[config.mk]
export PLATFORM = sky130hd
export DESIGN_NAME = pdc_counter
export DESIGN_NICKNAME = d
export VERILOG_FILES = /design/src/rtl/pdc_pkg.sv /design/src/rtl/pdc_decade.sv /design/src/rtl/pdc_step.sv /design/src/rtl/pdc_counter.sv
export SDC_FILE = /design/constraint.sdc
export NUM_CORES = 1
export LEC_CHECK = 0
export BUFFER_PORTS_ARGS = -buffer_cell sky130_fd_sc_hd__buf_4
export CAP_MARGIN = 30
export CORE_MARGIN = 2
export CORE_UTILIZATION = 46
export DETAILED_ROUTE_END_ITERATION = 7
export GPL_TIMING_DRIVEN = 0
export PLACE_DENSITY = 0.75
export SLEW_MARGIN = 15
export SYNTH_ARGS = -nofsm -noshare
export SYNTH_HDL_FRONTEND = slang
export SYNTH_SLANG_ARGS = --single-unit
[constraint.sdc]
create_clock -name clk -period 1.9 [get_ports clk]
set_clock_uncertainty 0.15 [all_clocks]
set_input_delay 0.19 -clock clk [delete_from_list [all_inputs] [get_ports clk]]
set_output_delay 0.19 -clock clk [all_outputs]
set_load 0.005 [all_outputs]
[src/rtl/pdc_pkg.sv]
package pdc_pkg;
  typedef enum logic {CNT_BIN = 1'b0, CNT_BCD = 1'b1} cnt_mode_e;

  // largest count for the chosen arithmetic and digit count
  function automatic logic [63:0] max_count(cnt_mode_e mode, int digits);
    logic [63:0] r;
    r = '0;
    for (int i = 0; i < digits; i++) begin
      r[i*4 +: 4] = (mode == CNT_BCD) ? 4'd9 : 4'hF;
    end
    return r;
  endfunction
endpackage

[src/rtl/pdc_decade.sv]
module pdc_decade (
  input  logic [3:0] d,
  input  logic       bin,
  output logic [3:0] q,
  output logic       bout
);
  always_comb begin
    bout = bin && (d == 4'd0);
    if (!bin)            q = d;
    else if (d == 4'd0)  q = 4'd9;
    else                 q = d - 4'd1;
  end
endmodule

[src/rtl/pdc_step.sv]
module pdc_step
  import pdc_pkg::*;
#(
  parameter cnt_mode_e MODE   = CNT_BIN,
  parameter int        DIGITS = 2,
  localparam int       W      = 4 * DIGITS
) (
  input  logic [W-1:0] cur,
  output logic [W-1:0] nxt
);
  localparam logic [W-1:0] ONE = W'(1);

  generate
    if (MODE == CNT_BIN) begin : g_bin
      assign nxt = cur - ONE;
    end else begin : g_bcd
      logic [DIGITS:0] borrow;
      assign borrow[0] = 1'b1;
      for (genvar i = 0; i < DIGITS; i++) begin : g_dig
        pdc_decade u_dec (
          .d    (cur[i*4 +: 4]),
          .bin  (borrow[i]),
          .q    (nxt[i*4 +: 4]),
          .bout (borrow[i+1])
        );
      end
    end
  endgenerate
endmodule

[src/rtl/pdc_counter.sv]
module pdc_counter
  import pdc_pkg::*;
#(
  parameter cnt_mode_e MODE   = CNT_BIN,
  parameter int        DIGITS = 2,
  localparam int       W      = 4 * DIGITS
) (
  input  logic         clk,
  input  logic         rst,
  input  logic         clr_n,
  input  logic         apre_n,
  input  logic         spre_n,
  input  logic         cen_n,
  input  logic [W-1:0] jam,
  output logic [W-1:0] value,
  output logic         zero_n
);
  localparam logic [W-1:0] MAX_VAL = W'(max_count(MODE, DIGITS));
  localparam logic [W-1:0] ONE     = W'(1);

  logic [W-1:0] cnt_q;
  logic [W-1:0] cnt_dec;

  pdc_step #(.MODE(MODE), .DIGITS(DIGITS)) u_step (
    .cur (cnt_q),
    .nxt (cnt_dec)
  );

  // immediate overrides bypass the register; it captures them at each edge
  always_comb begin
    if (!clr_n)       value = MAX_VAL;
    else if (!apre_n) value = jam;
    else              value = cnt_q;
  end

  always_ff @(posedge clk) begin
    if (rst)          cnt_q <= MAX_VAL;
    else if (!clr_n)  cnt_q <= MAX_VAL;
    else if (!apre_n) cnt_q <= jam;
    else if (!spre_n) cnt_q <= jam;
    else if (!cen_n)  cnt_q <= cnt_dec;
  end

  assign zero_n = !((value == '0) && !cen_n);


  generate
    if (MODE == CNT_BIN) begin : g_bin_chk
      count_dec_chk: assert property (@(posedge clk) disable iff (rst)
        (clr_n && apre_n && spre_n && !cen_n) |=>
          (!clr_n || !apre_n || value == $past(value) - ONE));
    end
  endgenerate


  hold_chk: assert property (@(posedge clk) disable iff (rst)
    (clr_n && apre_n && spre_n && cen_n) |=> (!clr_n || !apre_n || $stable(value)));


  clr_keep_chk: assert property (@(posedge clk) disable iff (rst)
    ($rose(clr_n) && apre_n) |-> (value == MAX_VAL));


  apre_keep_chk: assert property (@(posedge clk) disable iff (rst)
    ($rose(apre_n) && clr_n && $past(clr_n) && !$past(rst)) |-> (value == $past(jam)));


  spre_load_chk: assert property (@(posedge clk) disable iff (rst)
    (clr_n && apre_n && !spre_n) |=> (!clr_n || !apre_n || value == $past(jam)));


  zero_wrap_chk: assert property (@(posedge clk) disable iff (rst)
    (!zero_n && clr_n && apre_n && spre_n) |=> (!clr_n || !apre_n || value == MAX_VAL));
endmodule

==> flow_summary.ini, run 1 <==
[drt]
drc = 0
vias = 669
postRouteAntennaNets = 0
drt-total-wl_um = 1631
drt-wirelength-per-cell_um = 13.59
via_per_inst = 5.575
drt_iter0_markers = 11
drtPass1Iterations = 4

[cts]
cts_tree = built
h-tree-depth = 1
path_clk_slew_ns = 0.06
clk-insertion-delay-late_ns = 0.27
cts-root-buf = clkbuf_4
cts_sinks = 8
cts_made_buffers = 3
clockBufferDepth = 2
holdBufCountCts = 0

[setup_path]
r2r_start = cnt_q[3]
r2r_cells = 5
cp_num_buf_inv = 1
slowest_delay_ns = 0.53
cp.depth = 4
worst_path_max_delay_cell = or4_4
path_delay_family = simple AND/OR/NAND/NOR gates
crit_fanout = 2
setup.worst_path.end = zero_n
crit_chain = or4_4 > nor3_4 > a41oi_2 > buf_4
crit_required_ns = 1.56
crit_path_start = cnt_q[3]
crit_arrival_ns = 1.57
endpoint_kind = output port
start_kind = register
critPathKind = reg2out
r2r_end = cnt_q[6]
rrSetupSlack_ns = 0.11

[yosys]
syn_inst = 78
synth_xor_area_frac = 0.05691
synthDistinctLibCells = 29
synth.net_count = 93
synthSimpleGateAreaFrac = 0.2967
yosys-top-cells-area = dfxtp_1, mux2i_1, nand2_1, o211ai_1, nor4_1
synth_top_family_by_area = simple AND/OR/NAND/NOR gates
yosys-top-cells-count = nand2_1, dfxtp_1, mux2i_1
synth_warnings = 0
async_flop_share = 0
synthMuxAreaShare = 0.1484
syn_avg_cell_area_um2 = 7.892
ys_seq_elements = 8
syn_area_um2 = 615.6
synth_ff_type = dfxtp_1
synthDominantCellAreaShare = 0.2602
yosysMostFrequentCell = nand2_1
synth_edf_count = 0
synth_compound_area_frac = 0.1484
synth_top_area_cell = dfxtp_1
seq_area_frac_synth = 0.2602
synthAdderAreaFrac = 0.02033

[global_route]
grt_max_degree = 11
grt_pass1_vias = 597
grt_usage = 0.2415
grt_pass1_wl_um = 2532
grt_use_met2 = 0.4167
gr-total-overflow = 0
grtUsageMet3 = 0.06667
antenna_found_initial = 0
grt.busiest_layer = met2
grt_use_met1 = 0.2748

[min_path]
hp-class = in2reg

[floorplanning]
die_w_um = 40.58
rows = 13
die_area_mm2 = 0.001647
initial_core_util = 0.4852
pin_count = 23
die_h_um = 40.58
coreArea_mm2 = 0.001269

[pwr]
power_w = 0.0004276
p_per_area_mw_per_mm2 = 501.9
p_leak_nw = 0.3777
ir_worst_vdd_mv = 0.3846

[sta]
slew_headroom = 0.7004
max_freq_ghz = 0.5248
grt_setup_unrepaired = true
finalSetupViolCount = 1
final-hold-violation-count = 0
worst_slack_ns = -0.005493
fin_crit_sh = 1.003
tns_ns = -0.005493
timing.hold.ws_ns = 0.01317
period_minus_slack_ns = 1.905
finalMaxSlewViolations = 0
tightest_slew_ns = 0.4493

[layout]
register_area_um2 = 166.4
diodes = 0
largest_register_ffs = 8
regMostFlops = cnt_q
fin_nets = 122
layout-drive-gt1-share = 0.3619
fillCellCount = 126
largestRegisters = cnt_q (8)
areaGrowthSynthToFinish_pct = 38.41
multi_input_area_um2 = 420.4

[outcome]
run_status = finished, violations left
violations = negative setup slack

[job]
drv_cap = 0

[placement]
port_buffers = 20
dp_slack_ns = 0.08742
gp_congestion = 0.8494
hpwl_um = 1166
## worst min-delay path, stage by stage
cell and delay, ns:
buf_4 0.09, nand2_1 0.04, o211ai_1 0.07
## layer usage
metal	up-vias	part of all wire
met5	-	0
met4	0	0.017
met3	4	0.063
met2	23	0.49
met1	299	0.43
li1	343	-
## cells in the final DEF, fill, tap and decap left out
master     synthesis  routed
nor3_1             1       1
dfxtp_4            0       1
a31oi_1            1       1
nor3_4             1       1
buf_2              1       1
o31a_2             1       1
ha_1               1       1
xor2_1             2       2
o21ai_0            1       1
dfxtp_2            0       2
inv_1              5       5
mux2i_1            8       8
nand2_1           15      15
nand4_1            3       3
o2111ai_1          1       1
or4_4              1       1
a21oi_1            2       2
nor4_1             4       4
a41oi_2            0       1
or4_1              1       1
dfxtp_1            8       5
o21ai_1            1       1
clkbuf_1           4       4
nor2b_1            1       1
mux2_2             1       1
clkbuf_2           0       1
nor2_1             2       2
nor4b_1            2       2
clkbuf_4           0       3
o211ai_1           5       5
or3_4              1       1
xnor2_1            2       2
buf_4              0      24
## layout make-up
cell class | count | area share
multi-input combinational | 59 | 0.4934
timing repair buffer | 24 | 0.2115
sequential | 8 | 0.1953
buffer | 6 | 0.02937
clock buffer | 3 | 0.02643
inverter | 5 | 0.02203
tap | 15 | 0.02203
## what timing repair did
action                                  4_1_cts  5_1_grt
buffers inserted                              4        0
endpoints found under the setup margin        1        7
pin swaps                                     3        0
gates resized for setup                       5        1
## kinds of logic (layout without fill, tap and decap cells)
| group | Yosys count | in the layout |
|---|---|---|
| compound gates | 13 | 13 |
| fa+ha+maj | 1 | 1 |
| mux | 9 | 9 |
| buf+inv | 11 | 38 |
| simple gates | 32 | 32 |
| xor+xnor | 4 | 4 |
| flops | 8 | 8 |
## worst min-delay path by stage
stage | from | to | depth (start not counted)
2_1_floorplan | jam[3] | cnt_q[3] | 2
4_1_cts | jam[2] | cnt_q[2] | 3
3_5_place_dp | jam[3] | cnt_q[3] | 3
3_3_place_gp | jam[3] | cnt_q[3] | 3
5_1_grt | jam[2] | cnt_q[2] | 3
6_report | jam[2] | cnt_q[2] | 3
## power breakdown
group	switching (W)	internal, W
Clock	0.0000666	0.0000729
Sequential	0.00000832	0.000175
Combinational	0.0000509	0.0000535
## metrics by stage
step / instances / util / area [µm²]
2_1_floorplan: 78 / - / 615.6
3_3_place_gp: 113 / 0.6183 / 784.5
3_5_place_dp: 113 / 0.6183 / 784.5
4_1_cts: 120 / 0.6706 / 850.8
5_1_grt: 120 / 0.6716 / 852.1
6_report: 120 / 0.6716 / 852.1
Power figures use the tool's default switching activity.
==> run 2, diff against run 1 <==
--- a/config.mk
+++ b/config.mk
@@ -8,10 +8,10 @@
 export BUFFER_PORTS_ARGS = -buffer_cell sky130_fd_sc_hd__buf_4
 export CAP_MARGIN = 30
 export CORE_MARGIN = 2
-export CORE_UTILIZATION = 46
+export CORE_UTILIZATION = 45
 export DETAILED_ROUTE_END_ITERATION = 7
 export GPL_TIMING_DRIVEN = 0
-export PLACE_DENSITY = 0.75
+export PLACE_DENSITY = 0.74
 export SLEW_MARGIN = 15
 export SYNTH_ARGS = -nofsm -noshare
 export SYNTH_HDL_FRONTEND = slang
==> constraint.sdc (replaced) <==
create_clock -name clk -period 1.9 [get_ports clk]
set_clock_uncertainty 0.15 [all_clocks]
set_input_delay 0.19 -clock clk [delete_from_list [all_inputs] [get_ports clk]]
set_output_delay 0.19 -clock clk [all_outputs]
set_load 0.02 [all_outputs]
==> flow_summary.ini, run 2 (synthesis results as in run 1) <==
[setup_path]
endpoint_kind = output port
worst_path_max_delay_cell = or4_4
start_kind = register
path_delay_family = simple AND/OR/NAND/NOR gates
r2r_cells = 5
critPathKind = reg2out
crit_arrival_ns = 1.61
crit_fanout = 2
crit_chain = or4_4 > nor3_4 > a41oi_2 > buf_4
crit_required_ns = 1.56
cp_num_buf_inv = 1
slowest_delay_ns = 0.54
cp.depth = 4

[sta]
fin_crit_sh = 1.028
max_freq_ghz = 0.5118
final-hold-violation-count = 0
finalSetupViolCount = 1
tns_ns = -0.05381
worst_slack_ns = -0.05381
grt_setup_unrepaired = true
finalMaxSlewViolations = 0
tightest_slew_ns = 0.5104
slew_headroom = 0.6549
period_minus_slack_ns = 1.954

[global_route]
grt_pass1_wl_um = 2442
gr-total-overflow = 0
antenna_found_initial = 0
grt_pass1_vias = 559
grt_max_degree = 11
grt_usage = 0.2211

[layout]
fin_nets = 122
fillCellCount = 119
final_cell_area_um2 = 852.1
largest_register_ffs = 8
largestRegisters = cnt_q (8)
layout_commonest_cell = buf_4
layout-drive-gt1-share = 0.3619
areaGrowthSynthToFinish_pct = 38.41
regMostFlops = cnt_q
diodes = 0
final_cell_mix = buf_4, nand2_1, mux2i_1

[outcome]
violations = negative setup slack
run_status = finished, violations left

[pwr]
ir_worst_vdd_mv = 0.3133
p_per_area_mw_per_mm2 = 502.8
p_leak_nw = 0.3777

[drt]
drc = 0
drt-wirelength-per-cell_um = 13.33
via_per_inst = 5.525
vias = 663
postRouteAntennaNets = 0
drt_iter0_markers = 13
drt-total-wl_um = 1600
drtPass1Iterations = 4

[placement]
hpwl_um = 1100
gp_congestion = 0.8404
placed_area_um2 = 784.5
port_buffers = 20

[job]
drv_cap = 0

[floorplanning]
rows = 13
initial_core_util = 0.4791
die_area_mm2 = 0.001680
coreArea_mm2 = 0.001285
die_h_um = 40.99
die_w_um = 40.99
pin_count = 23

[cts]
clockBufferDepth = 2
cts_sinks = 8
clk-insertion-delay-late_ns = 0.25
holdBufCountCts = 0
cts_made_buffers = 3
path_clk_slew_ns = 0.05
cts_tree = built
cts-root-buf = clkbuf_4
h-tree-depth = 1

[min_path]
holdPathStages = 3
hp-class = in2reg
## run 2: metal layers
metal,routed length [µm],global-route usage,share of wire,up-vias
li1,-,-,-,339
met1,758,0.2932,0.47,301
met2,737,0.3594,0.46,21
met3,92,0.03261,0.058,2
met4,12,0.07500,0.0075,0
met5,0,0,0,-
## run 2: cell type report
class / count / area, µm² / area share
Buffer: 6 / 25.02 / 0.02937
Clock buffer: 3 / 22.52 / 0.02643
Inverter: 5 / 18.77 / 0.02203
Multi-Input combinational cell: 59 / 420.4 / 0.4934
Sequential cell: 8 / 166.4 / 0.1953
Tap cell: 15 / 18.77 / 0.02203
Timing Repair Buffer: 24 / 180.2 / 0.2115
## run 2: path summary, 6_finish.rpt
| kind | end | startpoint | slack (ns) |
|---|---|---|---|
| hold reg to reg | cnt_q[2] | cnt_q[2] | 0.49 |
| setup / recovery | zero_n | cnt_q[3] | -0.05 |
| hold / removal | cnt_q[2] | jam[2] | 0.03 |
| setup reg to reg | cnt_q[6] | cnt_q[3] | 0.11 |
## run 2: per-stage QoR
stage          total power (W)  hold slack (ns)    util  cells  setup slack (ns)
4_1_cts              0.0004310          0.03274  0.6621    120          -0.01023
3_5_place_dp         0.0002986           0.2862  0.6105    113           0.07518
6_report             0.0004284          0.03284  0.6631    120          -0.05381
5_1_grt              0.0004530          0.04149  0.6631    120          -0.08471
2_1_floorplan        0.0002505           0.1707       -     78            0.1871
3_3_place_gp         0.0002971           0.2847  0.6105    113           0.07698
## run 2: what timing repair did
action                                  in CTS  in global routing
pin swaps                                    3                  0
setup buffers                                4                  0
endpoints found under the setup margin       1                  7
gates resized for setup                      5                  1
## run 2: tightest hold or removal path: stages
cell      delay, ns
buf_4          0.09
nand2_1        0.04
o211ai_1       0.07
## run 2: report_power, final
part	internal, W	leakage [nW]	total, W	switching [W]
registers	0.000176	0.0651	0.000184	0.00000820
logic	0.0000541	0.299	0.000116	0.0000616
clock network	0.0000722	0.0138	0.000129	0.0000568
